$ cat src/rtl/manch_tx_pkg.sv
// Package: shared types for the Manchester packet serializer.
// Assumes nothing beyond IEEE 1800-2017.
package manch_tx_pkg;
    typedef enum logic [1:0] {
        ST_IDLE = 2'd0,
        ST_SYNC = 2'd1,
        ST_DATA = 2'd2,
        ST_CRC  = 2'd3
    } tx_state_e;
endpackage

$ cat src/rtl/manch_tx_gate.sv
// Start gate: decides whether a new packet may begin this clock.
// Assumes fifo_count never exceeds FIFO_DEPTH and LEN_W >= CNT_W.
module manch_tx_gate #(
    parameter int FIFO_DEPTH = 16,
    parameter int LEN_W      = 8,
    parameter int CNT_W      = 5
) (
    input  logic             idle,
    input  logic             countdown_done,
    input  logic             carrier_sense,
    input  logic             coll_flag,
    input  logic [LEN_W-1:0] msg_len,
    input  logic [CNT_W-1:0] fifo_count,
    output logic             start_ok
);
    logic buf_full;
    logic short_loaded;

    // Purpose: evaluate the buffering rule and the medium/countdown rule.
    always_comb begin
        buf_full     = (fifo_count == CNT_W'(FIFO_DEPTH));
        short_loaded = (msg_len != '0) && (msg_len < LEN_W'(FIFO_DEPTH))
                       && (LEN_W'(fifo_count) >= msg_len);
        start_ok     = idle && countdown_done && !carrier_sense && !coll_flag
                       && (buf_full || short_loaded);
    end
endmodule

$ cat src/rtl/manch_tx_crc.sv
// One serial CRC step: next remainder after one input bit, MSB first.
// Assumes the caller holds the remainder register and the preset value.
module manch_tx_crc #(
    parameter int          CRC_W    = 16,
    parameter logic [15:0] CRC_POLY = 16'h8005
) (
    input  logic [CRC_W-1:0] crc_in,
    input  logic             bit_in,
    output logic [CRC_W-1:0] crc_out
);
    logic fb;

    // Purpose: shift the remainder and fold the polynomial on feedback.
    always_comb begin
        fb      = crc_in[CRC_W-1] ^ bit_in;
        crc_out = {crc_in[CRC_W-2:0], 1'b0} ^ (fb ? CRC_W'(CRC_POLY) : '0);
    end
endmodule

$ cat src/rtl/manch_tx_coll.sv
// Collision latch: sticky flag plus service request, cleared only by reset.
// Assumes collision is already synchronous to clk.
module manch_tx_coll (
    input  logic clk,
    input  logic rst_n,
    input  logic collision,
    output logic coll_flag,
    output logic svc_req
);
    logic flag_q;

    // Purpose: latch any collision report until reset.
    always_ff @(posedge clk) begin
        if (!rst_n) flag_q <= 1'b0;
        else if (collision) flag_q <= 1'b1;
    end

    assign coll_flag = flag_q;
    assign svc_req   = flag_q;
endmodule

$ cat src/rtl/manch_tx.sv
// Manchester packet serializer top: sync bit, FIFO words MSB first, then CRC.
// Assumes a show-ahead FIFO whose head word stays valid until popped, that a
// long message is refilled before each word is due, and WORD_W a power of two.
module manch_tx
    import manch_tx_pkg::*;
#(
    parameter int          WORD_W     = 16,
    parameter int          FIFO_DEPTH = 16,
    parameter int          LEN_W      = 8,
    parameter logic [15:0] CRC_POLY   = 16'h8005,
    localparam int         CNT_W      = $clog2(FIFO_DEPTH + 1)
) (
    input  logic              clk,
    input  logic              rst_n,
    input  logic              countdown_done,
    input  logic              carrier_sense,
    input  logic              collision,
    input  logic [LEN_W-1:0]  msg_len,
    input  logic [CNT_W-1:0]  fifo_count,
    input  logic [WORD_W-1:0] fifo_data,
    output logic              fifo_rd_en,
    output logic              tx_out,
    output logic              tx_active,
    output logic              tx_done,
    output logic              coll_flag,
    output logic              svc_req
);
    localparam int BIT_CW = $clog2(WORD_W);

    tx_state_e         st_q;
    logic              ph_q;
    logic [BIT_CW-1:0] bit_q;
    logic [WORD_W-1:0] sh_q;
    logic [WORD_W-1:0] crc_q;
    logic [WORD_W-1:0] crc_nx;
    logic [LEN_W-1:0]  left_q;
    logic              done_q;
    logic              start_ok;
    logic              cur_bit;
    logic              last_bit;
    logic              more_words;
    logic              word_end;

    manch_tx_gate #(.FIFO_DEPTH(FIFO_DEPTH), .LEN_W(LEN_W), .CNT_W(CNT_W)) i_gate (
        .idle           (st_q == ST_IDLE),
        .countdown_done (countdown_done),
        .carrier_sense  (carrier_sense),
        .coll_flag      (coll_flag),
        .msg_len        (msg_len),
        .fifo_count     (fifo_count),
        .start_ok       (start_ok)
    );

    manch_tx_crc #(.CRC_W(WORD_W), .CRC_POLY(CRC_POLY)) i_crc (
        .crc_in  (crc_q),
        .bit_in  (sh_q[WORD_W-1]),
        .crc_out (crc_nx)
    );

    manch_tx_coll i_coll (
        .clk       (clk),
        .rst_n     (rst_n),
        .collision (collision),
        .coll_flag (coll_flag),
        .svc_req   (svc_req)
    );

    // Purpose: decode the bit being sent and the word-boundary pop.
    always_comb begin
        cur_bit    = (st_q == ST_SYNC) ? 1'b1 : sh_q[WORD_W-1];
        last_bit   = (bit_q == BIT_CW'(WORD_W - 1));
        more_words = (left_q != '0);
        word_end   = (st_q == ST_DATA) && ph_q && last_bit;
        fifo_rd_en = start_ok || (word_end && more_words && !collision);
    end

    // Purpose: sequence sync, data and CRC half-bits; abort on collision.
    always_ff @(posedge clk) begin
        if (!rst_n) begin
            st_q   <= ST_IDLE;
            ph_q   <= 1'b0;
            bit_q  <= '0;
            sh_q   <= '0;
            crc_q  <= '0;
            left_q <= '0;
            done_q <= 1'b0;
        end else begin
            done_q <= 1'b0;
            if (collision) begin
                st_q <= ST_IDLE;
                ph_q <= 1'b0;
            end else begin
                case (st_q)
                    ST_IDLE: begin
                        if (start_ok) begin
                            st_q   <= ST_SYNC;
                            ph_q   <= 1'b0;
                            bit_q  <= '0;
                            sh_q   <= fifo_data;
                            crc_q  <= '0;
                            left_q <= msg_len - LEN_W'(1);
                        end
                    end
                    ST_SYNC: begin
                        ph_q <= ~ph_q;
                        if (ph_q) st_q <= ST_DATA;
                    end
                    ST_DATA: begin
                        ph_q <= ~ph_q;
                        if (ph_q) begin
                            crc_q <= crc_nx;
                            bit_q <= bit_q + BIT_CW'(1);
                            if (last_bit) begin
                                if (more_words) begin
                                    sh_q   <= fifo_data;
                                    left_q <= left_q - LEN_W'(1);
                                end else begin
                                    st_q <= ST_CRC;
                                    sh_q <= crc_nx;
                                end
                            end else begin
                                sh_q <= sh_q << 1;
                            end
                        end
                    end
                    ST_CRC: begin
                        ph_q <= ~ph_q;
                        if (ph_q) begin
                            bit_q <= bit_q + BIT_CW'(1);
                            sh_q  <= sh_q << 1;
                            if (last_bit) begin
                                st_q   <= ST_IDLE;
                                done_q <= 1'b1;
                            end
                        end
                    end
                    default: st_q <= ST_IDLE;
                endcase
            end
        end
    end

    assign tx_active = (st_q != ST_IDLE);
    assign tx_out    = tx_active && (cur_bit ^ ph_q);
    assign tx_done   = done_q;
endmodule

$ cat config.mk
export PLATFORM = sky130hd
export DESIGN_NAME = manch_tx
export DESIGN_NICKNAME = d
export VERILOG_FILES = /design/src/rtl/manch_tx_pkg.sv /design/src/rtl/manch_tx_gate.sv /design/src/rtl/manch_tx_crc.sv /design/src/rtl/manch_tx_coll.sv /design/src/rtl/manch_tx.sv
export SDC_FILE = /design/constraint.sdc
export NUM_CORES = 1
export LEC_CHECK = 0
export BUFFER_PORTS_ARGS = -buffer_cell sky130_fd_sc_hd__buf_2
export CAP_MARGIN = 0
export CORE_UTILIZATION = 45
export CTS_BUF_LIST = sky130_fd_sc_hd__clkbuf_8
export CTS_CLUSTER_SIZE = 12
export DETAILED_ROUTE_END_ITERATION = 10
export PLACE_DENSITY_LB_ADDON = 0.3
export SETUP_SLACK_MARGIN = 0.02
export SYNTH_ARGS = -nofsm -noshare
export SYNTH_HDL_FRONTEND = slang
export SYNTH_HIERARCHICAL = 1
export SYNTH_SLANG_ARGS = --single-unit
$ cat constraint.sdc
create_clock -name clk -period 3.5 [get_ports clk]
set_input_delay 0 -clock clk [delete_from_list [all_inputs] [get_ports clk]]
set_output_delay 0 -clock clk [all_outputs]
set_load 0.05 [all_outputs]
==> results of run 1 <==
[cell type report]
| type | instances | share of cell area |
|---|---|---|
| inverter | 13 | 0.0144 |
| clock buffer | 5 | 0.0203 |
| multi-input combinational | 269 | 0.545 |
| tap | 77 | 0.0285 |
| sequential | 49 | 0.290 |
| clock inverter | 3 | 0.00407 |
| timing repair buffer | 54 | 0.0976 |
[stage by stage]
stage	power, W	std cells	instance area [um^2]	hold WS [ns]
after floorplan	0.000631	370	3070	0.110
after global placement	0.000668	453	3210	0.277
after detailed placement	0.000670	453	3210	0.285
after CTS	0.00100	470	3380	0.00141
after global routing	0.00104	470	3380	0.0383
final	0.000988	470	3380	0.0217
[where the power goes]
part / switching (W) / total [W] / internal (W)
clock network: 0.000188 / 0.000324 / 0.000136
registers: 0.00000244 / 0.000562 / 0.000560
logic: 0.0000565 / 0.000102 / 0.0000452
total: 0.000247 / 0.000988 / 0.000741
[cell usage after synthesis, types with 2 or more instances]
master / n / area (um^2)
o21ai_0: 35 / 175
a22oi_1: 6 / 45.0
o211ai_1: 7 / 52.6
ha_1: 12 / 150
or4_1: 2 / 15.0
a21boi_0: 21 / 158
o211a_1: 7 / 70.1
xnor2_1: 2 / 17.5
buf_1: 2 / 7.51
nor3b_1: 3 / 22.5
o31ai_1: 2 / 15.0
o21a_1: 2 / 15.0
o31a_1: 2 / 17.5
a21oi_1: 5 / 25.0
xor3_1: 2 / 47.6
or3_1: 4 / 25.0
nor3_1: 14 / 70.1
a2111oi_2: 2 / 30.0
nand2b_1: 2 / 12.5
mux2i_1: 12 / 120
nand2_1: 36 / 135
a211oi_1: 2 / 15.0
o2111ai_1: 2 / 17.5
inv_1: 13 / 48.8
o32ai_1: 2 / 17.5
nand3_1: 19 / 95.1
o41ai_1: 2 / 17.5
and3_1: 2 / 12.5
a221oi_1: 11 / 96.3
dfxtp_1: 49 / 981
xor2_1: 3 / 26.3
nor2b_1: 6 / 37.5
buf_4: 15 / 113
a31oi_1: 3 / 18.8
nor2_1: 19 / 71.3
clkbuf_1: 20 / 75.1
[cells in the final DEF (no fill, tap or decap), drive strengths merged, types with 5 or more instances in the layout]
cell / instances
dfxtp: 49
o21ai: 36
mux2i: 12
nand2: 36
o211a: 7
nand3: 19
nor3: 14
dlygate4sd3: 9
ha: 12
a21boi: 21
nor2: 20
o211ai: 8
clkbuf: 5
nor2b: 6
a21oi: 5
a22oi: 6
buf: 45
inv: 14
a221oi: 11
[cells by family after synthesis]
group                    after synthesis  synth area share
AO/OA/AOI/OAI                        123             0.292
XOR/XNOR                               7            0.0298
adder cells (fa/ha/maj)               12            0.0489
buffers and inverters                 52            0.0848
flip-flops                            49             0.320
multiplexers                          12            0.0392
AND/OR/NAND/NOR                      115             0.186
[flip-flops by register name, indices dropped and copies added, names as in the netlist]
name,count
bit_q,4
crc_q,16
i_coll/coll_flag,1
left_q,8
ph_q,1
sh_q,16
st_q,2
tx_done,1
[metal layers]
| layer | wire [um] | vias to the layer above | global-route usage |
|---|---|---|---|
| met2 | 3560 | 57 | 0.379 |
| li1 | - | 1406 | - |
| met4 | 62 | 0 | 0.0462 |
| met5 | 0 | - | 0 |
| met3 | 305 | 5 | 0.0334 |
| met1 | 3350 | 1357 | 0.267 |
[path summary, 6_finish.rpt]
kind | to | slack (ns) | cells past startpoint
setup reg to reg | sh_q[15]$_SDFFE_PN0P_ | 0.55 | 10
hold / removal | sh_q[12]$_SDFFE_PN0P_ | 0.02 | 3
setup / recovery | sh_q[15]$_SDFFE_PN0P_ | 0.55 | 10
hold reg to reg | crc_q[1]$_SDFFE_PN0P_ | 0.48 | 2
[critical path: cells and delay by family (launching register included)]
kind                       cells  cell delay, ns
DFF                            1            0.34
adders and majority gates      1            0.34
and+or+nand+nor                3            0.48
AOI/OAI and AO/OA              4            1.20
buffers and inverters          2            0.47
==> results by group, run 1 <==
Status
  • Status: complete, but fails checks
  • Failing checks: design-rule violations

Route
  • DR vias: 2825
  • WL/cell: approximately 15 um
  • Initial drt markers: 167
  • Drt pass-1 iters: 7
  • # DRC: 10
  • DRT antenna net count: 0
  • Final wirelength: approximately 7300 um
  • Via density: 6.01

Timing
  • Final Critical Period: just under 3 ns
  • Post-route clock period utilization: 0.843
  • Worst slew pin tran: between 0.7 and 0.8 ns
  • Slew headroom: 0.466
  • Final worst slack: 0.548 ns
  • Final hold viol count: 0
  • TNS Setup: 0 ns
  • Setup repair after global routing missed its margin: false
  • Clk_skew: around 0.006 ns
  • Max Slew Vio Count: 0
  • Highest Clock Rate: 0.339 GHz
  • Setup violators final: 0

Pwr
  • Max VDD drop: ~210 uV
  • Cell area power density: 292 nW/um^2
  • P_leak: approximately 1.3 nW

Floorplanning
  • Die area: 7150 um^2
  • Die X: 84.6 um
  • Rows: 29
  • DIE HEIGHT: 84.6 um
  • Core outline area: ~6500 um^2
  • Initial Util: 0.475
  • I/O pin count: 40

Worst setup path
  • CP Data Required Time: about 3.7 ns
  • Crit path max fanout: 32
  • Slowest cell delay on critical path: 0.41 ns
  • Startpoint type of the worst setup path: register
  • Cell chain of the critical path: inv_1 -> ha_1 -> nand2_1 -> a2111oi_2 -> nor2b_1 -> a2111oi_4 -> buf_4 -> o21ai_0 -> a221oi_1 -> nor2_1
  • Worst EP arrival: 3.14 ns
  • Crit path launch: st_q[0]$_SDFFE_PP0P_
  • Reg2Reg Launch Point: st_q[0]$_SDFFE_PP0P_
  • Kind of critical path: reg -> reg
  • Max stage delay cell, worst path: a2111oi_2
  • CP Capture Type: register

Clock tree
  • Reg clk slew, reported paths: ~0.09 ns
  • CTS root buf: clkbuf_8
  • Setup Fix Bufs, Post-CTS: 0
  • Num CTS Buffers: 5
  • TritonCTS clock tree: yes
  • Clock Latency Late Sink: 0.30 ns
  • Post-CTS Hold Buffers: 9
  • Post_cts resized: 0
  • # H-tree levels: 2
  • CTS max path bufs: 2
  • Sink Count: 49

Global routing
  • Largest net degree at the start of global routing: between 40 and 50
  • Vias in the first global route: 2657
  • Initial antenna violation count: 0
  • First-pass GRT wire length: 12400 um
  • Gr usage total: 0.212
  • GRT Residual Overflow: 0

Layout
  • Fillers: 650
  • ANT cells: 0
  • Final core utilization: 0.524
  • Register area: 981 um^2
  • Area Growth Syn to Fin: 10.3%
  • Multi-input logic area: between 1500 and 2000 um^2
  • Fraction of layout cells with a size suffix above 1: 0.153
  • Fin nets: 438

Yosys
  • Syn Area/Cell: around 8.3 um^2
  • Post-synth EDFFs: 0
  • Post-Syn Instances: 370
  • Yosys warning total: 6
  • Async S/R FF share, synth: 0
  • Seq/Total Area, Yosys: 0.320
  • Seq cells post-synth: 49
  • Top_reg_cell synth: dfxtp_1
  • Mapped cell area: 3070 um^2
  • Yosys cell types: slightly below 60
  • Syn Nets: 416

Placement
  • Worst slack, placed: 0.399 ns
  • Detailed placement HPWL: 4990 um
  • Input/output buffers: 39
  • Gpl congestion: 0.849

Job
  • Max-cap viol count: 0

Min path
  • Hold Path Class: in -> reg
  • Hold path start: fifo_data[12]
(Power assumes the default switching activity.)
==> inputs of run 2 (changes only) <==
- clock period: 3.5 -> 3.02 ns (I/O delays scaled with it)
==> run 2 against run 1 <==
Effect of this change:
- the flow still finishes with violations (design-rule violations)
- critical path depth rose by 1
- wire length grew 0.67%
- register-to-register slack worse by 0.16 ns
- global-route usage is 0.64 points higher
- flip-flop and latch count did not move
- combinational power rose by 18%
- worst setup slack got worse by 0.16 ns
- sequential share of layout area down 0.40 points
- worst hold slack gained 0.038 ns
- final cell count increased by 0.64%
- non-clock buffer count up 4
- utilization grew 0.74 points
- critical path type unchanged
- critical endpoint unchanged
==> results by group, run 2 (synthesis gave the netlist of run 1 again) <==
Status
  • Status: complete, but fails checks (unchanged)
  • Failing checks: design-rule violations (unchanged)

Route
  • DR vias: 2824 (was 2825)
  • # DRC: 10 (unchanged)
  • Initial drt markers: 168 (was 167)
  • Drt pass-1 iters: 7 (unchanged)
  • Via density: 5.97 (was 6.01)
  • Final wirelength: 7330 um (was 7280 um)
  • DRT antenna net count: 0 (unchanged)
  • WL/cell: 15.5 um (about the same)

Layout
  • Fin area: 3430 um^2 (was 3380 um^2)
  • Finished Layout Cells: 473 (was 470)
  • ANT cells: 0 (unchanged)
  • Area Growth Syn to Fin: 11.8% (was 10.3%)
  • Commonest non-fill, non-tap cell in the layout: dfxtp_1 (unchanged)
  • Fillers: 628 (was 650)
  • Largest regs: crc_q x16, sh_q x16, left_q x8 (unchanged)
  • Fin nets: 442 (was 438)
  • Fraction of layout cells with a size suffix above 1: 0.159 (was 0.153)
  • Commonest non-fill, non-tap cells in the layout: dfxtp_1, buf_2, nand2_1 (unchanged)

Floorplanning
  • Die area: 7150 um^2 (unchanged)
  • DIE HEIGHT: 84.6 um (unchanged)
  • Rows: 29 (unchanged)
  • Initial Util: 0.475 (unchanged)
  • I/O pin count: 40 (unchanged)
  • Die X: 84.6 um (unchanged)
  • Core outline area: 6460 um^2 (unchanged)

Timing
  • Worst hold slack: 0.0592 ns (was 0.0217 ns)
  • Max Slew Vio Count: 0 (unchanged)
  • Highest Clock Rate: 0.380 GHz (was 0.339 GHz)
  • Setup violators final: 0 (unchanged)
  • Setup repair after global routing missed its margin: false (unchanged)
  • TNS Setup: 0 ns (unchanged)
  • Worst slew pin tran: 0.798 ns (was 0.795 ns)
  • Final worst slack: 0.387 ns (was 0.548 ns)
  • Clk_skew: 0.00486 ns (was 0.00604 ns)
  • Post-route clock period utilization: 0.872 (was 0.843)
  • Final Critical Period: 2.63 ns (was 2.95 ns)
  • Slew headroom: 0.465 (was 0.466)
  • Final hold viol count: 0 (unchanged)

Pwr
  • Max VDD drop: 294 uV (was 210 uV)
  • P_leak: 1.34 nW (was 1.33 nW)
  • Cell area power density: 339 nW/um^2 (was 292 nW/um^2)

Clock tree
  • Clock Latency Late Sink: 0.30 ns (about the same)
  • TritonCTS clock tree: yes (unchanged)
  • CTS root buf: clkbuf_8 (unchanged)
  • CTS max path bufs: 2 (unchanged)
  • Reg clk slew, reported paths: 0.09 ns (about the same)
  • Num CTS Buffers: 5 (unchanged)
  • Sink Count: 49 (unchanged)
  • # H-tree levels: 2 (unchanged)

Placement
  • Detailed placement HPWL: 4960 um (was 4990 um)
  • Dpl cells: 456 (was 453)
  • Worst slack, placed: 0.262 ns (was 0.399 ns)
  • Post-DP Area: 3250 um^2 (was 3210 um^2)
  • Input/output buffers: 39 (unchanged)
  • Gpl congestion: 0.806 (was 0.849)

Global routing
  • First-pass GRT wire length: 12700 um (was 12400 um)
  • GRT Residual Overflow: 0 (unchanged)
  • Vias in the first global route: 2722 (was 2657)
  • Largest net degree at the start of global routing: 49 (unchanged)
  • Initial antenna violation count: 0 (unchanged)
  • Gr usage total: 0.218 (was 0.212)

Worst setup path
  • Slowest cell delay on critical path: 0.38 ns (was 0.41 ns)
  • Kind of critical path: reg -> reg (unchanged)
  • CP Capture Type: register (unchanged)
  • Worst EP arrival: 2.83 ns (was 3.14 ns)
  • Crit path max fanout: 32 (unchanged)
  • Startpoint type of the worst setup path: register (unchanged)
  • Cell chain of the critical path: inv_1 -> ha_1 -> nand2_1 -> a2111oi_2 -> nor2b_1 -> buf_4 -> a2111oi_4 -> buf_12 -> o21ai_0 -> a221oi_1 -> nor2_1 (was inv_1 -> ha_1 -> nand2_1 -> a2111oi_2 -> nor2b_1 -> a2111oi_4 -> buf_4 -> o21ai_0 -> a221oi_1 -> nor2_1)
  • CP Data Required Time: 3.21 ns (was 3.69 ns)
  • Max stage delay cell, worst path: a2111oi_4 (was a2111oi_2)

Min path
  • Hold Path Class: in -> reg (unchanged)

Job
  • Max-cap viol count: 0 (unchanged)
[run 2: worst paths after layout]
path                          startpoint                       endpoint  slack, ns  cells after the start
setup / recovery    st_q[0]$_SDFFE_PP0P_          sh_q[15]$_SDFFE_PN0P_       0.39                     11
hold / removal                 collision  i_coll/coll_flag$_SDFFE_PN0P_       0.06                      2
setup reg to reg    st_q[0]$_SDFFE_PP0P_          sh_q[15]$_SDFFE_PN0P_       0.39                     11
hold reg to reg   crc_q[14]$_SDFFE_PN0P_         crc_q[14]$_SDFFE_PN0P_       0.48                      2
[run 2: stage by stage]
stage          utilization  total power [W]
2_1_floorplan            -         0.000732
3_3_place_gp         0.503         0.000775
3_5_place_dp         0.503         0.000776
4_1_cts              0.531          0.00117
5_1_grt              0.531          0.00121
6_report             0.531          0.00116
[run 2: routing by layer]
layer	vias up	part of all wire	global-route usage
met5	-	0	0
met4	0	0.014	0.0647
met3	9	0.050	0.0344
met2	65	0.47	0.356
met1	1342	0.46	0.297
li1	1408	-	-
[run 2: cell type report]
cell class / instances / area (um^2) / area share
clock inverter: 2 / 16.3 / 0.00474
inverter: 13 / 48.8 / 0.0142
sequential: 49 / 981 / 0.286
clock buffer: 5 / 68.8 / 0.0201
multi-input combinational: 269 / 1840 / 0.538
tap: 77 / 96.3 / 0.0281
timing repair buffer: 58 / 375 / 0.109
[run 2: power breakdown]
group	leakage (nW)	switching (W)	internal, W
sequential	0.395	0.00000277	0.000649
clock	0.0402	0.000230	0.000160
combinational	0.904	0.0000657	0.0000539
total	1.34	0.000299	0.000863
[run 2: worst max-delay path, delay by kind of cell, from the launching register on]
| kind | cells | cell delay [ns] |
|---|---|---|
| AND/OR/NAND/NOR | 3 | 0.28 |
| adder cells (fa/ha/maj) | 1 | 0.35 |
| flip-flops | 1 | 0.34 |
| AO/OA/AOI/OAI | 4 | 1.01 |
| buffers and inverters | 3 | 0.53 |
[run 2: what timing repair did]
action,in CTS,in global routing
hold buffers,10,0
hold endpoints to repair,10,0
setup buffers,0,0
gates resized for setup,0,0
